**config.mk**
```make
export PLATFORM = sky130hd
export DESIGN_NAME = sld_table
export DESIGN_NICKNAME = d
export VERILOG_FILES = /design/src/rtl/sld_pkg.sv /design/src/rtl/sld_match.sv /design/src/rtl/sld_alloc.sv /design/src/rtl/sld_table.sv
export SDC_FILE = /design/constraint.sdc
export NUM_CORES = 1
export LEC_CHECK = 0
export BUFFER_PORTS_ARGS = -buffer_cell sky130_fd_sc_hd__buf_2
export CAP_MARGIN = 5
export CELL_PAD_IN_SITES_DETAIL_PLACEMENT = 1
export CELL_PAD_IN_SITES_GLOBAL_PLACEMENT = 1
export CORE_MARGIN = 8
export CORE_UTILIZATION = 52
export CTS_BUF_LIST = sky130_fd_sc_hd__clkbuf_4 sky130_fd_sc_hd__clkbuf_8 sky130_fd_sc_hd__clkbuf_16
export CTS_CLUSTER_SIZE = 12
export DETAILED_ROUTE_END_ITERATION = 7
export PLACE_DENSITY_LB_ADDON = 0.12
export SLEW_MARGIN = 15
export SYNTH_ARGS = -nofsm -noshare
export SYNTH_HDL_FRONTEND = slang
export SYNTH_HIERARCHICAL = 1
export SYNTH_SLANG_ARGS = --single-unit
```
**constraint.sdc**
```tcl
create_clock -name clk -period 6.8 [get_ports clk]
set_input_delay 1.36 -clock clk [delete_from_list [all_inputs] [get_ports clk]]
set_output_delay 1.36 -clock clk [all_outputs]
set_load 0.01 [all_outputs]
```
**src/rtl/sld_pkg.sv**
```systemverilog
package sld_pkg;
  localparam int DEF_ENTRIES = 8;
  localparam int DEF_TAG_W   = 6;
  localparam int DEF_ADDR_W  = 30;

  typedef enum logic [1:0] {
    SRC_REPLACE = 2'd0,
    SRC_FREE    = 2'd1,
    SRC_EVICT   = 2'd2
  } alloc_src_e;
endpackage

```
**src/rtl/sld_match.sv**
```systemverilog
module sld_match #(
  parameter int N      = 8,
  parameter int TAG_W  = 6,
  parameter int ADDR_W = 30
) (
  input  logic [N-1:0]             live,
  input  logic [N-1:0][TAG_W-1:0]  tags,
  input  logic [N-1:0][ADDR_W-1:0] addrs,
  input  logic [TAG_W-1:0]         ins_tag,
  input  logic [TAG_W-1:0]         chk_tag,
  input  logic [ADDR_W-1:0]        snp_addr,
  output logic [N-1:0]             ins_tag_hit,
  output logic [N-1:0]             chk_tag_hit,
  output logic [N-1:0]             snp_addr_hit
);
  for (genvar g = 0; g < N; g++) begin : g_cmp
    assign ins_tag_hit[g]  = live[g] && (tags[g] == ins_tag);
    assign chk_tag_hit[g]  = live[g] && (tags[g] == chk_tag);
    assign snp_addr_hit[g] = live[g] && (addrs[g] == snp_addr);
  end
endmodule

```
**src/rtl/sld_alloc.sv**
```systemverilog
module sld_alloc
  import sld_pkg::*;
#(
  parameter int N = 8,
  localparam int IW = (N > 1) ? $clog2(N) : 1
) (
  input  logic          clk,
  input  logic          rst,
  input  logic          flush,
  input  logic          ins_fire,
  input  logic [N-1:0]  live,
  input  logic [N-1:0]  tag_hit,
  output logic [IW-1:0] slot,
  output alloc_src_e    src
);
  logic [IW-1:0] rr_ptr;
  logic [IW-1:0] hit_idx;
  logic [IW-1:0] free_idx;
  logic          any_hit;
  logic          any_free;

  always_comb begin
    hit_idx  = '0;
    free_idx = '0;
    any_hit  = 1'b0;
    any_free = 1'b0;
    for (int i = N - 1; i >= 0; i--) begin
      if (tag_hit[i]) begin
        hit_idx = IW'(i);
        any_hit = 1'b1;
      end
      if (!live[i]) begin
        free_idx = IW'(i);
        any_free = 1'b1;
      end
    end
  end

  always_comb begin
    if (any_hit) begin
      slot = hit_idx;
      src  = SRC_REPLACE;
    end else if (any_free) begin
      slot = free_idx;
      src  = SRC_FREE;
    end else begin
      slot = rr_ptr;
      src  = SRC_EVICT;
    end
  end

  always_ff @(posedge clk) begin
    if (rst || flush) begin
      rr_ptr <= '0;
    end else if (ins_fire && src == SRC_EVICT) begin
      rr_ptr <= (rr_ptr == IW'(N - 1)) ? '0 : rr_ptr + 1'b1;
    end
  end
endmodule

```
**src/rtl/sld_table.sv**
```systemverilog
module sld_table
  import sld_pkg::*;
#(
  parameter int ENTRIES = DEF_ENTRIES,
  parameter int TAG_W   = DEF_TAG_W,
  parameter int ADDR_W  = DEF_ADDR_W,
  localparam int IW = (ENTRIES > 1) ? $clog2(ENTRIES) : 1
) (
  input  logic              clk,
  input  logic              rst,
  input  logic              ins_valid,
  input  logic [TAG_W-1:0]  ins_tag,
  input  logic [ADDR_W-1:0] ins_addr,
  input  logic              snp_valid,
  input  logic [ADDR_W-1:0] snp_addr,
  input  logic              chk_valid,
  input  logic [TAG_W-1:0]  chk_tag,
  input  logic              flush,
  output logic              rsp_valid,
  output logic              rsp_hit,
  output logic              rsp_reexec
);
  logic [ENTRIES-1:0]             ent_live;
  logic [ENTRIES-1:0]             live_nxt;
  logic [ENTRIES-1:0][TAG_W-1:0]  ent_tag;
  logic [ENTRIES-1:0][ADDR_W-1:0] ent_addr;
  logic [ENTRIES-1:0]             ins_tag_hit;
  logic [ENTRIES-1:0]             chk_tag_hit;
  logic [ENTRIES-1:0]             snp_addr_hit;
  logic [IW-1:0]                  slot;
  alloc_src_e                     src;
  logic                           ins_fire;
  logic                           ins_killed;

  assign ins_fire   = ins_valid && !flush;
  assign ins_killed = snp_valid && (snp_addr == ins_addr);

  sld_match #(
    .N(ENTRIES), .TAG_W(TAG_W), .ADDR_W(ADDR_W)
  ) u_match (
    .live(ent_live), .tags(ent_tag), .addrs(ent_addr),
    .ins_tag(ins_tag), .chk_tag(chk_tag), .snp_addr(snp_addr),
    .ins_tag_hit(ins_tag_hit), .chk_tag_hit(chk_tag_hit),
    .snp_addr_hit(snp_addr_hit)
  );

  sld_alloc #(.N(ENTRIES)) u_alloc (
    .clk(clk), .rst(rst), .flush(flush), .ins_fire(ins_fire),
    .live(ent_live), .tag_hit(ins_tag_hit), .slot(slot), .src(src)
  );

  always_comb begin
    live_nxt = ent_live & ~(snp_valid ? snp_addr_hit : '0);
    if (ins_fire) live_nxt[slot] = !ins_killed;
  end

  always_ff @(posedge clk) begin
    if (rst || flush) ent_live <= '0;
    else              ent_live <= live_nxt;
  end

  always_ff @(posedge clk) begin
    if (ins_fire) begin
      ent_tag[slot]  <= ins_tag;
      ent_addr[slot] <= ins_addr;
    end
  end

  always_ff @(posedge clk) begin
    if (rst) begin
      rsp_valid  <= 1'b0;
      rsp_hit    <= 1'b0;
      rsp_reexec <= 1'b0;
    end else begin
      rsp_valid  <= chk_valid;
      rsp_hit    <= chk_valid && (|chk_tag_hit);
      rsp_reexec <= chk_valid && !(|chk_tag_hit);
    end
  end
endmodule

```
==> metrics.md <==
| Metric | Value |
|---|---|
| Crit path kind | in -> reg |
| Post-route design area | 0.0156 sq mm |
| CTS Buf Count | 34 |
| Arr. time, crit path | 5.15 ns |
| H-tree depth | 2 |
| Area of the multi-input gates | 0.00463 sq mm |
| Peak VDD IR | 0.000238 V |
| Number of gates resized after cts | 0 |
| Max-Cap Viols | 0 |
| Post-Syn Area | 0.0139 sq mm |
| Layout Utilization | 59.8% |
| Drt drc | 0 |
| Worst Tran Pin Value | 1.14 ns |
| Register area share after synthesis | 64.4% |
| Die area | 0.0321 sq mm |
| Post-DR vias/cell | 5.95 |
| Critical path required time | 7.21 ns |
| Top Ports | 81 |
| Commonest non-fill, non-tap cell in the layout | edfxtp_1 |
| Post-route worst setup slack | 2.06 ns |
| # rows | 59 |
| # setup viols final | 0 |
| Status | finished, final reports clean |
| Commonest cells after routing, fill and taps aside | edfxtp_1 (288), xnor2_1 (262), xor2_1 (103), buf_2 (80), nand4_1 (77) |
| Period Utilization, post-route | 69.7% |
| Fraction of post-synthesis cell area in the top cell type by area | 62.4% |
| Total Wirelength | 40700 um |
| DIE WIDTH | 179 um |
| Post-Place Cells | 1304 |
| Synth unique cells | 36 |
| First-pass GRT wire length | 58300 um |
| Final Slew Violations | 0 |
| Nature of the critical path endpoint | flip-flop |
| Hpwl dp | 27000 um |
| Vias | 8145 |
| Skew final | 0.0219 ns |
| Post-synth top area cell | edfxtp_1 |
| Total GRT Usage | 25.8% |
| Clock Path Buffers | 3 |
| Hold Vio Cnt, Final | 0 |
| Lkg Pwr | 4.89 nW |
| Synth area leaders | edfxtp_1 (62%), xnor2_1 (17%), xor2_1 (6.5%), nand4_1 (3.5%), dfxtp_1 (2.0%) |
| Min Hold Slack | 0.511 ns |
| Routability cong. | 0.862 |
| Worst path max stage delay | 0.90 ns |
| Worst-path fanout max | 38 |
| Vias in the first global route | 8494 |
| Layout area overhead | 12.8% |
| Initial antenna violation count | 5 |
| Fin crit period | 4.74 ns |
| Syn nets | 1005 |
| Cells along the critical path | buf_2 -> xnor2_1 -> nand4_1 -> nor4_1 -> or4_4 -> a211oi_1 -> nand2_1 -> o21ai_0 -> nand2_1 -> nor2_4 -> o21ai_0 -> a21oi_1 |
| Highest Clock Rate | 211 MHz |
| Post-Synthesis Cells | 925 |
| Fin cells | 1368 |
| Placed cell area | 0.0144 sq mm |
| Hold Crit Class | reg -> reg |
| Core Box Area | 0.0261 sq mm |
| RSZ-0062 raised after global routing | no |
| Num Clock Sinks | 302 |
| Antenna viol nets, final | 0 |
| Layout cells sized above 1 | 16.1% |
| Final nets | 1088 |
| Syn avg cell area | 15.0 sq um |
| Slowest cell on crit path | nor2_4 |
| Initial DRC Count | 717 |
| Setup TNS Final | 0 ns |
| Yosys warns | 6 |
| First-pass detailed-route iteration total | 7 |
| Clk slew on worst S/H paths | 0.06 ns |
| FF/Latch Area | 0.00893 sq mm |
| Slew margin rel. | 23.8% |
| Die span in y | 179 um |
| Post-CTS Repair Setup Buffers | 0 |
| Initial Utilization | 53.0% |
| Hold_buf cts | 0 |
| #FFs+latches synth | 302 |
| Pwr Density | 268 mW/mm^2 |
| Worst setup SP type | primary input |
| Post-Place Setup Slack | 1.58 ns |
| Largest net degree at the start of global routing | 39 |
| WL/cell | 29.8 um |
| Reg2Reg Setup Slack | 2.81 ns |
| Clk Tree Root Cell | clkbuf_16 |
| CTS tree | done |
| I/O Buffers | 80 |
| Worst skew pair latency | 0.51 ns |
| Total Power | 4.19 mW |
| Fill count | 2501 |
| Remaining global-route overflow | 0 |
==> cell type report <==
cell class                 instances  area share, %
antenna                            1         0.0160
inverter                           4         0.0960
clock buffer                      49           6.35
clock inverter                    11          0.848
timing repair buffer              89           3.28
tap                              335           2.68
multi-input combinational        577           29.6
sequential                       302           57.1
==> registers in the layout (all words and copies together), names as in the netlist <==
name / flops
ent_addr: 240
ent_live: 8
ent_tag: 48
rsp_hit: 1
rsp_reexec: 1
rsp_valid: 1
u_alloc/rr_ptr: 3
==> cell usage after synthesis, drive strengths merged <==
cell and n:
nor4 41, o31ai 1, a21oi 11, clkbuf 7, nor3 3, inv 4
buf 35, o31a 1, a21boi 9, a22oi 1, nand4 77, nand2b 3
edfxtp 288, a211oi 1, nor2 13, xnor2 263, nand2 14, or4 10
dfxtp 14, and4 2, ha 2, o21ai 13, a31oi 2, o221ai 1
mux2i 3, and3 1, xor2 103, nor2b 2
==> layer usage <==
layer  global-route usage, %  vias up  share of wire, %
met5                       0        -             0.056
met4                    8.30        4               3.2
met3                    4.93       81               7.5
met2                    41.9      323                47
met1                    34.6     4184                42
li1                        -     3553                 -
==> power breakdown <==
part           internal [mW]  switching [mW]
Sequential              2.05         0.00606
Combinational         0.0950           0.192
Clock                   1.13           0.718
Total                   3.28           0.916
==> final timing paths <==
check                      endpoint              start  cells past startpoint
setup / recovery        ent_live[7]         ins_tag[0]                     12
hold / removal    u_alloc/rr_ptr[2]  u_alloc/rr_ptr[2]                      2
hold reg to reg   u_alloc/rr_ptr[2]  u_alloc/rr_ptr[2]                      2
setup reg to reg        ent_live[7]         ent_tag[2]                     11
==> worst max-delay path, delay by kind of cell <==
kind            cells  cell delay, ns
simple gates        6            2.06
xor+xnor            1            0.11
compound gates      4            1.23
buf+inv             1            0.35
==> logic make-up after synthesis <==
kind of cell / after synthesis / synth area share (%)
buffers and inverters: 46 / 2.56
xor gates and xnor gates: 366 / 23.2
DFF: 302 / 64.4
and+or+nand+nor: 166 / 7.73
muxes: 3 / 0.217
AOI/OAI and AO/OA: 40 / 1.73
adders and majority gates: 2 / 0.180
Power figures use the tool's default switching activity.
